--- src/rtl/optime_monitor.sv ---
module optime_monitor #(
  parameter int CNT_W = 16
) (
  input  logic clk,
  input  logic rst_n,
  input  logic som_i,
  input  logic eom_i,
  output logic alert_o,
  input  logic scan_sel,
  input  logic capture_dr,
  input  logic shift_dr,
  input  logic update_dr,
  input  logic tdi,
  output logic tdo
);
  localparam int NF = 4;
  localparam int W  = 2*CNT_W + NF + 1;
  localparam logic [CNT_W-1:0] ONES = '1;

  logic             run;
  logic [CNT_W-1:0] cnt, inc, last, lo_lim, hi_lim;
  logic [NF-1:0]    flags, set, clr;
  logic             en, seg_q, seg_sr;
  logic [W-1:0]     dr_sr;
  logic             cap, sh, upd, start, done;

  assign inc   = (cnt == ONES) ? cnt : cnt + 1'b1;
  assign start = en & som_i;
  assign done  = run & eom_i & ~start;
  assign cap   = scan_sel & capture_dr;
  assign sh    = scan_sel & shift_dr;
  assign upd   = scan_sel & update_dr;
  assign clr   = (upd & seg_q) ? dr_sr[2*CNT_W +: NF] : '0;

  assign set[0] = done & (inc < lo_lim);
  assign set[1] = done & (inc > hi_lim);
  assign set[2] = run & ~start & ~eom_i & (inc > hi_lim);
  assign set[3] = start & run;

  assign alert_o = |flags;
  assign tdo     = seg_sr;

  always_ff @(posedge clk or negedge rst_n) begin
    if (!rst_n) begin
      run   <= 1'b0;
      cnt   <= '0;
      last  <= '0;
      flags <= '0;
    end else begin
      if (!en)        run <= 1'b0;
      else if (start) run <= 1'b1;
      else if (done)  run <= 1'b0;
      if (start)    cnt <= '0;
      else if (run) cnt <= inc;
      if (done) last <= inc;
      flags <= (flags & ~clr) | set;
    end
  end

  always_ff @(posedge clk or negedge rst_n) begin
    if (!rst_n) begin
      seg_q  <= 1'b0;
      seg_sr <= 1'b0;
      dr_sr  <= '0;
      lo_lim <= '0;
      hi_lim <= '1;
      en     <= 1'b0;
    end else begin
      if (cap) begin
        seg_sr <= seg_q;
        if (seg_q) dr_sr <= {{(W-CNT_W-NF){1'b0}}, flags, last};
      end else if (sh) begin
        seg_sr <= seg_q ? dr_sr[0] : tdi;
        if (seg_q) dr_sr <= {tdi, dr_sr[W-1:1]};
      end
      if (upd) begin
        seg_q <= seg_sr;
        if (seg_q) begin
          lo_lim <= dr_sr[CNT_W-1:0];
          hi_lim <= dr_sr[2*CNT_W-1:CNT_W];
          en     <= dr_sr[W-1];
        end
      end
    end
  end

  assert_start_clears_R1: assert property (@(posedge clk) disable iff (!rst_n)
    start |=> (run && cnt == '0));

  assert_end_closes_R2: assert property (@(posedge clk) disable iff (!rst_n)
    done |=> !run);

  assert_last_holds_R2: assert property (@(posedge clk) disable iff (!rst_n)
    !done |=> $stable(last));

  assert_no_wrap_R3: assert property (@(posedge clk) disable iff (!rst_n)
    (run && !start && en && cnt == ONES) |=> cnt == ONES);

  assert_overrun_only_open_R4: assert property (@(posedge clk) disable iff (!rst_n)
    $rose(flags[2]) |-> $past(run));

  assert_sticky_R7: assert property (@(posedge clk) disable iff (!rst_n)
    !(upd && seg_q) |=> (($past(flags) & ~flags) == '0));

  assert_bypass_keeps_cfg_R9: assert property (@(posedge clk) disable iff (!rst_n)
    (upd && !seg_q) |=> ($stable(lo_lim) && $stable(hi_lim) && $stable(en)));
endmodule

--- config.mk ---
export PLATFORM = sky130hd
export DESIGN_NAME = optime_monitor
export DESIGN_NICKNAME = d
export VERILOG_FILES = /design/src/rtl/optime_monitor.sv
export SDC_FILE = /design/constraint.sdc
export NUM_CORES = 1
export LEC_CHECK = 0
export CAP_MARGIN = 20
export CORE_ASPECT_RATIO = 1.1
export CORE_MARGIN = 8
export CORE_UTILIZATION = 30
export DETAILED_ROUTE_END_ITERATION = 12
export GPL_ROUTABILITY_DRIVEN = 0
export PLACE_DENSITY = 0.46
export RECOVER_POWER = 100
export SLEW_MARGIN = 0
export SYNTH_ARGS = -nofsm -noshare
export SYNTH_HDL_FRONTEND = slang
export SYNTH_SLANG_ARGS = --single-unit
--- constraint.sdc ---
create_clock -name clk -period 5.7 [get_ports clk]
set_input_delay 1.14 -clock clk [delete_from_list [all_inputs] [get_ports clk]]
set_output_delay 1.14 -clock clk [all_outputs]
set_load 0.005 [all_outputs]
# == Yosys cells after proc, flatten, opt, wreduce, memory -nomap -nowiden ==
# Index checks and enable logic that the tools add are counted.
# totals
regBits,109
input_bits,9
output_inout_bits,2
elab_cells,54
# classes
add_sub_neg,1
order_cmp,2
eq_ne,4
muxes,14
n_bitwise,18
n_reduce_logical,5
# ops
op,n
37-bit 2-to-1 mux,4
16-bit 2-to-1 mux,3
16-bit by 1-bit adder with 16-bit output (second input constant),1
16-bit equality test (second input constant),1
16-bit > comparator,1
16-bit < comparator,1
1-bit bitwise AND,13
1-bit 2-to-1 mux,6
4-bit bitwise AND,1
4-bit 2-to-1 mux,1
2-bit inequality test (second input constant),2
4-bit inverter,1
4-bit bitwise OR,1
2-bit nonzero test,2
4-bit OR reduction,1
3-bit by 1-bit inequality test with 1-bit output (second input constant),1
3-bit AND reduction,1
1-bit inverter,2
2-bit AND reduction,1

# == Longest topological paths before layout ==
# logic_depth
depth_word,6
mapped_depth,12
mapped_depth_nobuf,11

# == Worst setup path before layout ==
# Ideal clock, no wire load.
# synth_timing
path_type,reg-to-reg
startpoint,register cnt[0]
endpoint,register flags[0]
setup_ps,83
arrival_time_ps,2659
required_ps,5617
setup_slack_ps,2958
path_stages_with_launch,12
path_buffers,0
period_less_slack_ps,2742
cell_sequence,dfrtp_1 -> ha_1 -> nand3_2 -> a2111oi_4 -> nand2_1 -> xnor2_2 -> ha_1 -> and3_1 -> o21ai_0 -> o2111ai_1 -> a211o_1 -> o21ai_0
# synth_via
elab_chain_cells,5
elab_cells_between_ends,6
classes_between,add/sub: 1; order compare: 1; eq/ne: 1; mux: 1; bitwise: 2
# synth_rtl
item,line,rtl
"start, declared",21,"logic [CNT_W-1:0] cnt, inc, last, lo_lim, hi_lim;"
"start signal, assigned",54,else if (run) cnt <= inc;
16-bit by 1-bit adder with 16-bit output / 16-bit equality test (equally long branches),27,assign inc = (cnt == ONES) ? cnt : cnt + 1'b1;
16-bit 2-to-1 mux *,27,
net inc[14],21,
16-bit < comparator *,35,assign set[0] = done & (inc < lo_lim);
1-bit bitwise AND *,35,
4-bit bitwise OR *,56,flags <= (flags & ~clr) | set;
"end signal, assigned",56,
"end, declared",22,"logic [NF-1:0] flags, set, clr;"
# Mark *: on every way through the listed nets, which the timed path passes. The rest lies on a longest branch.
# A chain may end at the register's enable or synchronous reset.

# == Worst setup path after layout ==
# layout_timing
startpoint,register cnt[0]
endpoint,register flags[1]
# layout_via
elab_chain_cells,5
elab_cells_between_ends,6
classes_between,add/sub: 1; order compare: 1; eq/ne: 1; mux: 1; bitwise: 2
# layout_rtl
item,line,rtl
16-bit by 1-bit adder with 16-bit output / 16-bit equality test (equally long branches),27,
16-bit 2-to-1 mux *,27,
net inc[2],21,
16-bit > comparator *,36,assign set[1] = done & (inc > hi_lim);
1-bit bitwise AND *,36,
4-bit bitwise OR *,56,
# Marks and branches as above.

==> results.yml <==
timing:
  finalCritPeriodShare_pct: 69.94
  maxSlewViolCount: 76
  report.final.setup_viol: 0
  max_freq_ghz: 0.2508
  fin_skew_ns: 0.008422
  post-route-min-period_ns: 3.987
  rsz0062_at_grt: "no"
  tightest_slew_ns: 2.042
  setup_tns_ns: 0
  hold_violations: 0
  max_slew_margin_pct: -36.15
synthesis:
  syn_nets: 625
  synthFlopType: "dfrtp_1"
  synthesis.instances: 584
  synth_area_leader_cell: "dfrtp_1"
  synthTopCellsByArea: "dfrtp_1 41%, nand2_1 7.6%, dfstp_2 7.4%"
  syn_avg_cell_area_um2: 9.665
  synth_area_um2: 5644
  synth_edf_count: 0
  synth-seq-cells: 109
  yosysWarningCount: 0
  synth_cell_type_count: 49
  synth_most_common_cell: "nand2_1"
  yosysSeqAreaShare_pct: 48.68
  synth_top_cells_by_count: "115 x nand2_1, 93 x dfrtp_1, 76 x o21ai_0, 35 x inv_1, 32 x ha_1"
  synth_top_area_share_pct: 41.23
  synthArstFlopShare_pct: 100.0
cts:
  cts.path.max_buffers: 2
  cts-resized-gates: 0
  cts_hold_buf: 0
  clock_latency_ns: 0.35
  cts-buffers-inserted: 9
  cts_tree: "done"
  htree_levels: 3
  path_clk_slew_ns: 0.07
  cts_setup_buffers: 0
  clock-root-buffer: "clkbuf_16"
  clkSinkCount: 109
grt:
  gr-total-overflow: 0
  first_global_vias: 3962
  grt_usage_pct: 11.31
  grt_max_degree: 75
  antenna_found_initial: 0
  grt_pass1_wl_mm: 21.34
route:
  drt_iter0_drc: 224
  totalWireLength_mm: 12.77
  vias: 3952
  wire_per_inst_um: 15.43
  dr.pass1.iters: 5
  drc: 0
  viasPerCell: 4.773
  ant_nets: 0
setup_path:
  worstPathMaxFanout: 11
  reg2reg_from: "cnt[0]"
  cp-startpoint: "cnt[0]"
  cp-start-kind: "flip-flop"
  crit_path_end_kind: "flip-flop"
  crit_arrival_ns: 4.23
  cp.required_ns: 5.94
  crit_type: "flip-flop to flip-flop"
finish:
  drive_gt1_share_pct: 9.744
  antenna_cells: 0
  n_fill_cell: 1871
  post-route-util_pct: 33.71
  area_delta_synth_final_pct: 9.976
  final_net_count: 621
power_and_ir_drop:
  swShare_pct: 37.05
  pwr-share-seq_pct: 45.1
  p_int_mw: 1.709
  leakagePower_nw: 2.729
  vdd_drop_max_mv: 0.1774
  comb_power_share_pct: 32.6
  clkPwrFrac_pct: 22.4
  power-per-cell-area_nw_per_um2: 437.3
  switchingPower_mw: 1.006
run_status:
  outcome: "finished, violations left"
  violations: "max-capacitance violations, max-slew violations"
die:
  initial_core_util_pct: 30.65
  num_rows: 52
  die_y_um: 159.9
  dieArea_um2: 23460
  die_x_um: 146.8
  core_um2: 18410
  pin_count: 11
min_path:
  holdCritStartpoint: "hi_lim[0]"
  hp-class: "flip-flop to flip-flop"
place:
  port_buffers: 10
  place_hpwl_mm: 9.227
flow_run:
  maxCapViolCount: 2
layout by cell type, fill, tap and decap left out, drive strengths merged, types with 9 or more instances in the layout:
master / n
ha: 32
mux2: 15
clkbuf: 11
nor2: 22
o21ai: 76
dfrtp: 93
nand2: 116
mux2i: 20
nand4: 10
a21oi: 19
inv: 37
dfstp: 16
nand3: 21
xor2: 9
xnor2: 15
path summary, 6_finish.rpt:
| kind | end | slack (ns) | cells past startpoint |
|---|---|---|---|
| min | hi_lim[0] | 0.47 | 2 |
| max | flags[1] | 1.71 | 11 |
| max reg2reg | flags[1] | 1.71 | 11 |
| min reg2reg | hi_lim[0] | 0.47 | 2 |
| min in group asynchronous | tdo | 0.94 | 1 |
| max in group asynchronous | lo_lim[10] | 2.33 | 2 |
flip-flops by register name (all words and copies together) (netlist names):
name,count
dr_sr,37
cnt,16
hi_lim,16
last,16
lo_lim,16
flags,4
en,1
run,1
seg_q,1
tdo,1
stage by stage:
stage | cell area, µm² | setup WS, ns | hold WS, ns | instances | total power, mW
after global placement | 5944 | 2.327 | 0.4648 | 812 | 2.113
after detailed placement | 5944 | 2.244 | 0.4650 | 812 | 2.135
after floorplan | 5644 | 2.958 | 0.4412 | 584 | 1.834
after global routing | 6207 | 1.413 | 0.4891 | 828 | 2.938
final | 6207 | 1.713 | 0.4721 | 828 | 2.714
after CTS | 6228 | 2.217 | 0.4742 | 828 | 2.756
cell families after synthesis:
| kind of cell | synth area share (%) |
|---|---|
| simple gates | 15.63 |
| compound gates | 13.61 |
| flops | 48.68 |
| buf+inv | 4.589 |
| mux | 6.539 |
| fa+ha+maj | 7.094 |
| xor+xnor | 3.857 |
area by class of cell:
type                       instances  area, µm²  area share (%)
timing repair buffer              13      112.6           1.814
clock inverter                     7      58.81          0.9474
clock buffer                       9      225.2           3.628
tap                              243      304.0           4.898
multi-input combinational        412       2628           42.33
sequential                       109       2748           44.27
inverter                          35      131.4           2.117
worst max-delay path: stages, from the launching register on:
cell	delay [ns]
dfrtp_1	0.47
ha_1	0.29
nand3_1	0.23
nor3_1	0.95
a21boi_0	0.28
a21oi_1	0.42
ha_1	0.32
nand3_1	0.08
a21boi_0	0.08
o31ai_1	0.32
o211ai_1	0.19
a32o_1	0.25
power groups by stage:
stage | sequential, mW | clock (mW) | combinational, mW
6_report | 1.22 | 0.607 | 0.884
5_1_grt | 1.26 | 0.665 | 1.01
4_1_cts | 1.23 | 0.630 | 0.899
3_5_place_dp | 1.24 | 0 | 0.894
3_3_place_gp | 1.24 | 0 | 0.876
2_1_floorplan | 1.17 | 0 | 0.669
layer usage:
layer  wire (µm)  vias to the layer above  global-route usage [%]
li1            -                     1987                       -
met1        6520                     1908                   15.61
met2        5783                       48                   17.44
met3         346                        9                   2.261
met4         125                        0                   3.422
met5           0                        -                       0
(Power assumes the default switching activity.)
